**config.mk**
```make
export PLATFORM = sky130hd
export DESIGN_NAME = qenc_speed
export DESIGN_NICKNAME = d
export VERILOG_FILES = /design/src/rtl/qenc_pkg.sv /design/src/rtl/qenc_glitch_filter.sv /design/src/rtl/qenc_quad_decoder.sv /design/src/rtl/qenc_rate.sv /design/src/rtl/qenc_speed.sv
export SDC_FILE = /design/constraint.sdc
export NUM_CORES = 1
export LEC_CHECK = 0
export ABC_AREA = 0
export ABC_CLOCK_PERIOD_IN_PS = 8400
export BUFFER_PORTS_ARGS = -buffer_cell sky130_fd_sc_hd__buf_4
export CORE_AREA = 2 2 110 133
export DETAILED_ROUTE_END_ITERATION = 10
export DIE_AREA = 0 0 112 135
export GPL_TIMING_DRIVEN = 1
export REMOVE_ABC_BUFFERS = 1
export SYNTH_ARGS = -nofsm -noshare
export SYNTH_HDL_FRONTEND = slang
export SYNTH_SLANG_ARGS = --single-unit
```
**constraint.sdc**
```tcl
create_clock -name clk -period 8.4 [get_ports clk]
set_input_delay 1.68 -clock clk [delete_from_list [all_inputs] [get_ports clk]]
set_output_delay 1.68 -clock clk [all_outputs]
set_load 0.005 [all_outputs]
```
**src/rtl/qenc_pkg.sv**
```systemverilog
package qenc_pkg;

  // Classification of one decoder cycle from the old and new phase pair.
  typedef enum logic [1:0] {
    STEP_NONE = 2'd0,
    STEP_FWD  = 2'd1,
    STEP_REV  = 2'd2,
    STEP_BAD  = 2'd3
  } step_e;

  localparam int N_LINES = 3;  // A, B, marker
  localparam int LINE_A  = 0;
  localparam int LINE_B  = 1;
  localparam int LINE_Z  = 2;

endpackage

```
**src/rtl/qenc_glitch_filter.sv**
```systemverilog
module qenc_glitch_filter #(
  parameter int FILT_LEN = 4
) (
  input  logic clk,
  input  logic rst_n,
  input  logic raw,
  output logic clean
);

  localparam int CNT_W = (FILT_LEN > 1) ? $clog2(FILT_LEN) : 1;
  localparam logic [CNT_W-1:0] CNT_LAST = CNT_W'(FILT_LEN - 1);

  logic             sync1_q;
  logic             sync2_q;
  logic [CNT_W-1:0] cnt_q;
  logic [CNT_W-1:0] cnt_d;
  logic             clean_q;
  logic             clean_d;

  // Stability counter: runs only while the synchronised level differs
  // from the accepted one, and restarts as soon as they agree again.
  always_comb begin
    cnt_d   = '0;
    clean_d = clean_q;
    if (sync2_q != clean_q) begin
      if (cnt_q == CNT_LAST) begin
        clean_d = sync2_q;
        cnt_d   = '0;
      end else begin
        cnt_d = cnt_q + 1'b1;
      end
    end
  end

  always_ff @(posedge clk or negedge rst_n) begin
    if (!rst_n) begin
      sync1_q <= 1'b0;
      sync2_q <= 1'b0;
      cnt_q   <= '0;
      clean_q <= 1'b0;
    end else begin
      sync1_q <= raw;
      sync2_q <= sync1_q;
      cnt_q   <= cnt_d;
      clean_q <= clean_d;
    end
  end

  assign clean = clean_q;

endmodule

```
**src/rtl/qenc_quad_decoder.sv**
```systemverilog
module qenc_quad_decoder
  import qenc_pkg::*;
#(
  parameter int POS_W        = 16,
  parameter bit CLR_ON_INDEX = 1'b0
) (
  input  logic             clk,
  input  logic             rst_n,
  input  logic             a,
  input  logic             b,
  input  logic             z,
  output logic [POS_W-1:0] position,
  output logic             dir_cw,
  output logic             index_pulse,
  output logic             seq_err
);

  logic             a_q, b_q, z_q;
  logic [POS_W-1:0] pos_q, pos_d;
  logic             dir_q, dir_d;
  logic             idx_q, idx_d;
  logic             err_q, err_d;
  step_e            step;
  logic             z_rise;

  // Step classification. In the forward order (A leading) the new A
  // always differs from the old B; in reverse it always matches it.
  always_comb begin
    step = STEP_NONE;
    if ((a ^ a_q) && (b ^ b_q)) begin
      step = STEP_BAD;
    end else if ((a ^ a_q) || (b ^ b_q)) begin
      step = (a ^ b_q) ? STEP_FWD : STEP_REV;
    end
  end

  assign z_rise = z & ~z_q;

  always_comb begin
    pos_d = pos_q;
    dir_d = dir_q;
    err_d = err_q;
    idx_d = z_rise;
    unique case (step)
      STEP_FWD: begin
        pos_d = pos_q + 1'b1;
        dir_d = 1'b1;
      end
      STEP_REV: begin
        pos_d = pos_q - 1'b1;
        dir_d = 1'b0;
      end
      STEP_BAD: err_d = 1'b1;
      default:  ;
    endcase
    // Marker clear wins over a step in the same clock.
    if (CLR_ON_INDEX && z_rise) begin
      pos_d = '0;
    end
  end

  always_ff @(posedge clk or negedge rst_n) begin
    if (!rst_n) begin
      a_q   <= 1'b0;
      b_q   <= 1'b0;
      z_q   <= 1'b0;
      pos_q <= '0;
      dir_q <= 1'b0;
      idx_q <= 1'b0;
      err_q <= 1'b0;
    end else begin
      a_q   <= a;
      b_q   <= b;
      z_q   <= z;
      pos_q <= pos_d;
      dir_q <= dir_d;
      idx_q <= idx_d;
      err_q <= err_d;
    end
  end

  assign position    = pos_q;
  assign dir_cw      = dir_q;
  assign index_pulse = idx_q;
  assign seq_err     = err_q;

endmodule

```
**src/rtl/qenc_rate.sv**
```systemverilog
module qenc_rate #(
  parameter int POS_W = 16,
  parameter int SPD_W = 24,
  parameter int SCALE = 3
) (
  input  logic             clk,
  input  logic             rst_n,
  input  logic             sample_stb,
  input  logic [POS_W-1:0] position,
  output logic [POS_W-1:0] delta,
  output logic [SPD_W-1:0] speed
);

  logic [POS_W-1:0]        snap_q, snap_d;
  logic [POS_W-1:0]        delta_q, delta_d;
  logic [SPD_W-1:0]        speed_q, speed_d;
  logic signed [POS_W-1:0] diff;

  // Modular subtraction keeps the delta right across counter wrap.
  assign diff = $signed(position - snap_q);

  always_comb begin
    snap_d  = snap_q;
    delta_d = delta_q;
    speed_d = speed_q;
    if (sample_stb) begin
      snap_d  = position;
      delta_d = diff;
      speed_d = SPD_W'(diff) * SPD_W'(SCALE);
    end
  end

  always_ff @(posedge clk or negedge rst_n) begin
    if (!rst_n) begin
      snap_q  <= '0;
      delta_q <= '0;
      speed_q <= '0;
    end else begin
      snap_q  <= snap_d;
      delta_q <= delta_d;
      speed_q <= speed_d;
    end
  end

  assign delta = delta_q;
  assign speed = speed_q;

endmodule

```
**src/rtl/qenc_speed.sv**
```systemverilog
module qenc_speed
  import qenc_pkg::*;
#(
  parameter int POS_W        = 16,
  parameter int SCALE_W      = 8,
  parameter int SCALE        = 3,
  parameter int FILT_LEN     = 4,
  parameter bit CLR_ON_INDEX = 1'b0,
  parameter int SPD_W        = POS_W + SCALE_W
) (
  input  logic             clk,
  input  logic             rst_n,
  input  logic             enc_a,
  input  logic             enc_b,
  input  logic             enc_z,
  input  logic             sample_stb,
  output logic [POS_W-1:0] position,
  output logic [POS_W-1:0] delta,
  output logic [SPD_W-1:0] speed,
  output logic             dir_cw,
  output logic             index_pulse,
  output logic             seq_err
);

  logic [N_LINES-1:0] raw_lines;
  logic [N_LINES-1:0] clean_lines;

  assign raw_lines[LINE_A] = enc_a;
  assign raw_lines[LINE_B] = enc_b;
  assign raw_lines[LINE_Z] = enc_z;

  for (genvar g = 0; g < N_LINES; g++) begin : g_filt
    qenc_glitch_filter #(
      .FILT_LEN (FILT_LEN)
    ) u_filt (
      .clk   (clk),
      .rst_n (rst_n),
      .raw   (raw_lines[g]),
      .clean (clean_lines[g])
    );
  end

  qenc_quad_decoder #(
    .POS_W        (POS_W),
    .CLR_ON_INDEX (CLR_ON_INDEX)
  ) u_dec (
    .clk         (clk),
    .rst_n       (rst_n),
    .a           (clean_lines[LINE_A]),
    .b           (clean_lines[LINE_B]),
    .z           (clean_lines[LINE_Z]),
    .position    (position),
    .dir_cw      (dir_cw),
    .index_pulse (index_pulse),
    .seq_err     (seq_err)
  );

  qenc_rate #(
    .POS_W (POS_W),
    .SPD_W (SPD_W),
    .SCALE (SCALE)
  ) u_rate (
    .clk        (clk),
    .rst_n      (rst_n),
    .sample_stb (sample_stb),
    .position   (position),
    .delta      (delta),
    .speed      (speed)
  );

endmodule

```
==> Word-level counts from Yosys, hierarchy flattened <==
Cells that the tools add are included.
{ "op_classes": {"n_reduce_logical": 6, "n_addsub": 6, "n_bitwise": 5, "multipliers": 1, "n_eq_ne": 9, "mux": 11} }
{ "op_table": {"columns": ["op", "n"], "rows": [
  ["16-bit one-hot mux with 2 select lines", 1],
  ["16-bit by 3-bit multiplier with 19-bit output (second input constant)", 1],
  ["2-bit two-way mux", 9],
  ["16-bit by 1-bit adder with 16-bit output (second input constant)", 1],
  ["16-bit by 1-bit subtractor with 16-bit output (second input constant)", 1],
  ["16-bit subtractor", 1],
  ["2-bit == test (second input constant)", 5],
  ["2-bit by 1-bit adder with 2-bit output (second input constant)", 3],
  ["2-bit AND reduction", 3],
  ["1-bit inequality test", 3],
  ["1-bit bitwise XOR", 3],
  ["2-bit by 1-bit == test with 1-bit output (second input constant)", 1],
  ["1-bit one-hot mux with 2 select lines", 1],
  ["2-bit nonzero test", 1],
  ["1-bit bitwise AND", 1],
  ["1-bit logical AND", 1],
  ["1-bit logical OR", 1],
  ["1-bit NOT", 1]
]} }
{ "totals": {"word_cells": 60, "ff_bits": 93, "output_inout_bits": 59, "input_bits": 6} }

==> Longest topological paths before layout <==
Gate-level depths: netlist of run 1.
{ "logic_depth": {"depth_word": 6, "ltp_mapped": 20} }

==> Cells and area by module <==
A second synthesis of run 1 with hierarchy kept.
{ "unflattened": {"cells_unflattened": 526, "hier_area_um2": 5440.2} }
{ "modules_own_cells": {"columns": ["mod", "area_each_um2", "cells_each", "instances"], "rows": [
  ["qenc_rate", 3512.1, 346, 1],
  ["qenc_quad_decoder", 1406.3, 150, 1],
  ["qenc_glitch_filter", 173.9, 10, 3]
]} }

==> Worst setup path after synthesis of run 1 <==
OpenSTA, ideal clock, no wires.
{ "synth_path": {"path_kind": "flip-flop to flip-flop", "from": "reg g_filt[0].u_filt.clean_q", "to": "reg u_dec.pos_q[14] (netlist: u_dec.position[14])", "stages_incl_launch_ff": 15, "arrival_ns": 3.750, "slack_ns": 4.525, "required_ns": 8.275, "cell_sequence": "dfrtp_1 -> xor2_1 -> inv_1 -> ha_1 -> nor3_1 -> inv_1 -> fa_1 -> nor2b_1 -> o21a_1 -> o21ai_2 -> a2111o_1 -> nand4b_1 -> a31oi_1 -> xnor2_1 -> mux2_2"} }
{ "synth_via": {"elab_chain_cells": 6, "word_cells_on_any_way": 11, "cone_classes": "eq/ne: 2; mux: 4; bitwise: 2; reduce/logical: 3"} }
{ "synth_lines": {"columns": ["item", "line_no", "rtl"], "rows": [
  ["start: declaration", "qenc_glitch_filter.sv:17", "logic clean_q;"],
  ["start signal: assignment", "qenc_glitch_filter.sv:45", "clean_q <= clean_d;"],
  ["1-bit bitwise XOR (on tied branches)", "qenc_quad_decoder.sv:33, qenc_quad_decoder.sv:30, qenc_quad_decoder.sv:32", null],
  ["2-bit two-way mux or 1-bit logical OR (tied branches)", "qenc_quad_decoder.sv:33, qenc_quad_decoder.sv:32", null],
  ["2-bit two-way mux", "qenc_quad_decoder.sv:32", "end else if ((a ^ a_q) || (b ^ b_q)) begin"],
  ["2-bit two-way mux *", "qenc_quad_decoder.sv:30", "if ((a ^ a_q) && (b ^ b_q)) begin"],
  ["2-bit == test or 2-bit by 1-bit == test with 1-bit output (tied branches)", "qenc_quad_decoder.sv:44", "unique case (step)"],
  ["16-bit one-hot mux with 2 select lines or 2-bit nonzero test (tied branches)", null, null],
  ["end signal: assignment", "qenc_quad_decoder.sv:75", "pos_q <= pos_d;"],
  ["end: declaration", "qenc_quad_decoder.sv:19", "logic [POS_W-1:0] pos_q, pos_d;"]
]} }
Every way passes the cells marked *; elsewhere a longest branch is shown, timed or not.
A chain may end at the register's enable or synchronous reset.

==> Worst setup path in the final report of run 1 <==
{ "layout_path": {"from": "reg u_dec.pos_q[0] (netlist: u_dec.position[0])", "to": "reg u_rate.speed_q[22] (netlist: u_rate.speed[22])"} }
{ "layout_via": {"elab_chain_cells": 2} }
{ "layout_lines": {"columns": ["item", "line_no", "rtl"], "rows": [
  ["16-bit subtractor", "qenc_rate.sv:20", "assign diff = $signed(position - snap_q);"],
  ["via u_rate.diff[10]", "qenc_rate.sv:17", "logic signed [POS_W-1:0] diff;"],
  ["16-bit by 3-bit multiplier with 19-bit output", "qenc_rate.sv:29", "speed_d = SPD_W'(diff) * SPD_W'(SCALE);"],
  ["end signal: assignment", "qenc_rate.sv:41", "speed_q <= speed_d;"],
  ["end: declaration", "qenc_rate.sv:16", "logic [SPD_W-1:0] speed_q, speed_d;"]
]} }
The timed path passes the listed nets, and every way through them passes these cells.

==> results of run 1 <==
## sequential cells by signal, indices dropped and copies added, names as in the netlist
signal,cells
u_dec.a_q,1
g_filt.u_filt.clean,3
g_filt.u_filt.cnt_q,6
u_dec.seq_err,1
u_dec.z_q,1
u_dec.b_q,1
u_dec.index_pulse,1
g_filt.u_filt.sync2_q,3
u_rate.delta,15
u_rate.speed,19
u_dec.dir_cw,1
u_rate.snap_q,16
u_dec.position,16
g_filt.u_filt.sync1_q,3
## path summary, 6_finish.rpt
kind                                                     from                                  to  slack [ps]  cells after the start
setup / recovery                u_dec.position[0]$_DFFE_PN0P_        u_rate.speed[22]$_DFFE_PN0P_        4130                     20
hold / removal             g_filt[2].u_filt.sync1_q$_DFF_PN0_  g_filt[2].u_filt.sync2_q$_DFF_PN0_         350                      0
setup reg to reg                u_dec.position[0]$_DFFE_PN0P_        u_rate.speed[22]$_DFFE_PN0P_        4130                     20
hold reg to reg            g_filt[2].u_filt.sync1_q$_DFF_PN0_  g_filt[2].u_filt.sync2_q$_DFF_PN0_         350                      0
max in group asynchronous                               rst_n        u_rate.speed[17]$_DFFE_PN0P_        6050                      2
min in group asynchronous                               rst_n       u_dec.position[2]$_DFFE_PN0P_        1270                      1
## layout by cell type (no fill, tap or decap), drive strengths merged, types with 8 or more instances in the layout
cell	n
o21a	9
clkbuf	9
nor2b	9
nor2	30
inv	39
xor2	8
o21ai	47
nor3	12
a21oi	39
nand2b	8
a21o	12
mux2	38
dfrtp	87
ha	63
xnor2	33
buf	66
nand2	33
## kinds of logic after synthesis
kind of cell    count (synthesis)  share of synthesized area
mux                            40                     0.0830
compound gates                144                      0.164
simple gates                  101                     0.0853
flops                          87                      0.400
fa+ha+maj                      66                      0.156
xor+xnor                       41                     0.0694
buf+inv                        53                     0.0421
## stage by stage
| stage | hold WS (ps) | util | worst slack [ps] | area [µm²] | std cells |
|---|---|---|---|---|---|
| after floorplan | 331 | - | 4530 | 5350 | 516 |
| after global placement | 334 | 0.441 | 4250 | 6070 | 753 |
| after detailed placement | 338 | 0.441 | 4150 | 6070 | 753 |
| after CTS | 353 | 0.466 | 4120 | 6420 | 769 |
| after global routing | 364 | 0.466 | 3720 | 6420 | 769 |
| final | 351 | 0.466 | 4130 | 6420 | 769 |
## worst max-delay path: stages, from the launching register on
cell and delay [ps]:
dfrtp_1 450, inv_1 130, ha_1 170, inv_1 50
fa_1 390, a21o_1 190, and4_1 220, o21ai_1 180
a21oi_1 150, o21ai_1 150, nand2_1 80, xnor2_1 240
ha_1 290, ha_1 380, nand2_1 110, nor2_1 130
o21ai_0 100, o21bai_1 260, a41oi_1 200, xnor2_1 170
a21oi_1 80
## final cells by class
cell class / count / share of cell area
multi-input cells: 392 / 0.474
clock inverters: 7 / 0.0195
inverters: 37 / 0.0216
flip-flops and latches: 87 / 0.339
clock buffers: 9 / 0.0351
well taps: 171 / 0.0333
repair buffers: 66 / 0.0772
## metal layers
layer | track usage | vias to the layer above
met5 | 0 | -
met4 | 0.0583 | 0
met3 | 0.0229 | 15
met2 | 0.255 | 72
met1 | 0.178 | 1934
li1 | - | 2008
==> metrics.txt, run 1 <==
Sequential Area=2180 µm²; Nets=665; FMAX=234 MHz; largest net degree at the start of global routing=66; ys async rst share=1.00; Worst Tran Pin Value=837 ps; hold_buf cts=0; post-synth cell types=53; sequential fraction of the synthesis area=0.400; post-synth top area cell=dfrtp_1; DRC viols=0; flops & latches, synth=87; clock-pin slew on the worst setup and hold paths=70 ps; worst-skew pair later-pin latency=340 ps; Worst Path Max Fanout=6; # diodes=0; vias=4029; Global Route Usage Sum=0.145; M1 WL=4.79 mm; synth cell count leaders=87 x dfrtp_1, 63 x ha_1, 38 x a21oi_1, 38 x o21ai_0, 37 x mux2_2; minimum clock period=4270 ps; initial drt markers=127; CTS sink cnt=87; relative slew slack=0.442; Setup Fix Bufs, Post-CTS=0; Die H=135 µm; Post-Syn Area per Cell=10.2 µm²; Post-synth top flop=dfrtp_1; Worst Setup Start Kind=flop; DR WL/cell=13.9 µm; RSZ-0062 raised after global routing=false; final hold vios=0; Ports=65; Initial Util=0.396; endpoint type of the worst setup path=flop; Synth area leaders=dfrtp_1 40%, ha_1 14%, mux2_2 7.7%; Worst Path Arrival=4460 ps; DR pass1 iterations=4; vias per cell=5.24; Die X=112 µm; fillcell total=1312; status=finished, final reports clean; CTS Buf Count=9; mapped cell area=5440 µm²; P&R area growth vs syn=17.9%; first-pass GRT wire length=18.1 mm; max_cap viols=0; Routed Antenna Nets=0; CTS tree=built; Hold WC Path Type=reg -> reg; Layout Skew=8.60 ps; routability cong.=0.848; Worst Path Required=8590 ps; Yosys Warn Count=0; DP Wirelength=7.90 mm; CTS Buffer Depth=2; DR WL met3=349 µm; post-CTS sizing=0; global route overflow=0; final slew viol count=0; final setup fails=0; full die area=15100 µm²; worst setup path class=reg -> reg; routed wire length=10.7 mm; Final TNS setup=0 ps; htree depth=3; period utilization=0.509; EDFF count, synth=0; root buf cell=clkbuf_16; top-area cell type share of the netlist area=0.400; most frequent cell after synthesis=dfrtp_1; Core ar.=13800 µm²; initial antenna violation count=0; Post-Synthesis Cells=532; vias in the first global route=3995; fraction of layout cells with a size suffix above 1=0.216; Port Buf Inserts=64; area of the multi-input gates=3040 µm²; Met2 Routed Length=5.34 mm; std cell rows=47; DR top layer=met4
Power of run 1 is left out: the tool's default activity adds up to more than one toggle a clock period on the data nets, which glitch-free logic cannot reach.
==> run 2: changes to the inputs <==
--- a/config.mk
+++ b/config.mk
@@ -6,7 +6,7 @@
 export NUM_CORES = 1
 export LEC_CHECK = 0
 export ABC_AREA = 0
-export ABC_CLOCK_PERIOD_IN_PS = 8400
+export ABC_CLOCK_PERIOD_IN_PS = 4400
 export BUFFER_PORTS_ARGS = -buffer_cell sky130_fd_sc_hd__buf_4
 export CORE_AREA = 2 2 110 133
 export DETAILED_ROUTE_END_ITERATION = 10
==> constraint.sdc (replaced) <==
create_clock -name clk -period 4.4 [get_ports clk]
set_input_delay 0.88 -clock clk [delete_from_list [all_inputs] [get_ports clk]]
set_output_delay 0.88 -clock clk [all_outputs]
set_load 0.005 [all_outputs]
==> run 2 against run 1 <==
Clock skew is 2.9 ps lower. Hold slack worse by 0.96 ps. Die area did not move. Worst setup slack got worse by 3900 ps. Fmax rose by 1.9%. Count of clock-buffer cells in the layout unchanged. Non-clock buffer count grew 1. Routed wire length is 3.2% higher. Highest routed layer unchanged.
==> metrics.txt, run 2 (synthesis gave the netlist of run 1 again) <==
htree depth=3 (unchanged); met1 Use GR=0.181 (+0.00278); # diodes=0 (unchanged); final slew viol count=0 (unchanged); most common cell after layout, fill and taps aside=dfrtp_1; GR Util met2=0.274 (+0.0195); Ports=65 (unchanged); FMAX=238 MHz (+1.9%); Worst Path Required=4590 ps (-4000 ps); Initial Util=0.396 (unchanged); Core ar.=13800 µm² (unchanged); clock-pin slew on the worst setup and hold paths=70 ps (about the same); DR pass1 iterations=4 (unchanged); Crit path top cell by count=ha_1; RR Startpoint=u_dec.position[1]$_DFFE_PN0P_; routed wire length=11.0 mm (+3.2%); Global Route Usage Sum=0.152 (+0.00674); Layout Skew=5.67 ps (-2.93 ps); Port Buf Inserts=64 (unchanged); initial antenna violation count=0 (unchanged); vias per cell=5.22 (-0.38%); final setup fails=0 (unchanged); global route overflow=0 (unchanged); Worst Setup Start Kind=flop; CTS Buffer Depth=2 (unchanged); endpoint type of the worst setup path=flop; met3 usage=0.0269 (+0.00404); initial drt markers=143 (+13%); Die X=112 µm (unchanged); CTS sink cnt=87 (unchanged); DR WL/cell=14.3 µm (+3.1%); Worst Path Max Fanout=6 (unchanged); Setup Fix Bufs, Post-CTS=0 (unchanged); status=finished, final reports clean; period utilization=0.953 (+0.445); worst-skew pair later-pin latency=340 ps (about the same); Critical path origin=u_dec.position[1]$_DFFE_PN0P_; final hold vios=0 (unchanged); std cell rows=47 (unchanged); Worst Tran Pin Value=866 ps (+29.4 ps); Final TNS setup=0 ps (unchanged); max FFs per register=19 (unchanged); HP Start=g_filt[2].u_filt.sync1_q$_DFF_PN0_; P&R area growth vs syn=18.0% (about the same); vias=4019 (-0.25%); max_cap viols=0 (unchanged); largest net degree at the start of global routing=66 (unchanged); Worst Path Arrival=4380 ps (-80 ps); Hold WC Path Type=reg -> reg; fillcell total=1320 (+0.61%); Nets=666 (+0.15%); post-CTS sizing=0 (unchanged); CTS tree=built; Die H=135 µm (unchanged); full die area=15100 µm² (unchanged); GR peak layer=met2; Routed Antenna Nets=0 (unchanged); root buf cell=clkbuf_16; minimum clock period=4190 ps (-77.8 ps); first-pass GRT wire length=18.8 mm (+4.2%); RSZ-0062 raised after global routing=true; fraction of layout cells with a size suffix above 1=0.227 (+0.0113); worst setup path class=reg -> reg; CP max stage cell=dfrtp_1; hold_buf cts=0 (unchanged); routability cong.=0.796 (-6.2%); DRC viols=0 (unchanged); relative slew slack=0.423 (-0.0196); crit-path max cell delay=480 ps (+30 ps); vias in the first global route=4088 (+2.3%); crit path cell chain=ha_1 -> nor2b_1 -> o31ai_1 -> a21o_1 -> a211oi_1 -> o21a_1 -> o211ai_1 -> o311ai_2 -> ha_1 -> ha_1 -> a21oi_1 -> o21ai_0 -> o21bai_2 -> a41oi_1 -> xnor2_1 -> a21oi_1; DP Wirelength=8.09 mm (+2.3%); commonest non-fill, non-tap cells in the layout=87 x dfrtp_1, 67 x buf_4, 62 x ha_1; CTS Buf Count=9 (unchanged)
run 2: final timing paths:
kind / end / slack, ps / cells past startpoint
setup / recovery: u_rate.speed[22]$_DFFE_PN0P_ / 210 / 16
hold / removal: g_filt[2].u_filt.sync2_q$_DFF_PN0_ / 350 / 0
min in group asynchronous: u_dec.position[2]$_DFFE_PN0P_ / 620 / 1
hold reg to reg: g_filt[2].u_filt.sync2_q$_DFF_PN0_ / 350 / 0
setup reg to reg: u_rate.speed[22]$_DFFE_PN0P_ / 210 / 16
max in group asynchronous: u_dec.position[13]$_DFFE_PN0P_ / 2920 / 2
run 2: routing by layer:
metal  vias up  wire length [µm]
met3        11               327
li1       2012                 -
met2        67              5640
met1      1929              4880
met5         -                 0
met4         0               157
run 2: final cells by class:
cell class	count	area, µm²	area share
Tap cell	171	214	0.0333
Sequential cell	87	2180	0.339
Clock buffer	9	225	0.0351
Clock inverter	7	80.1	0.0125
Multi-Input combinational cell	392	3080	0.480
Inverter	37	139	0.0216
Timing Repair Buffer	67	503	0.0783
run 2: worst max-delay path: cells and delay by family, from the launching register on:
kind | cells | cell delay [ps]
fa+ha+maj | 3 | 1010
compound gates | 11 | 2240
flops | 1 | 480
simple gates | 1 | 150
xor+xnor | 1 | 150
run 2: stage by stage:
step / instances / hold slack, ps / utilization / worst slack [ps] / cell area (µm²)
2_1_floorplan: 516 / 331 / - / 525 / 5350
3_3_place_gp: 754 / 333 / 0.441 / 202 / 6070
3_5_place_dp: 754 / 338 / 0.441 / 131 / 6070
4_1_cts: 770 / 354 / 0.464 / 65.1 / 6380
5_1_grt: 770 / 360 / 0.467 / -19.2 / 6420
6_report: 770 / 350 / 0.467 / 206 / 6420
Power of run 2 is left out for the same reason.
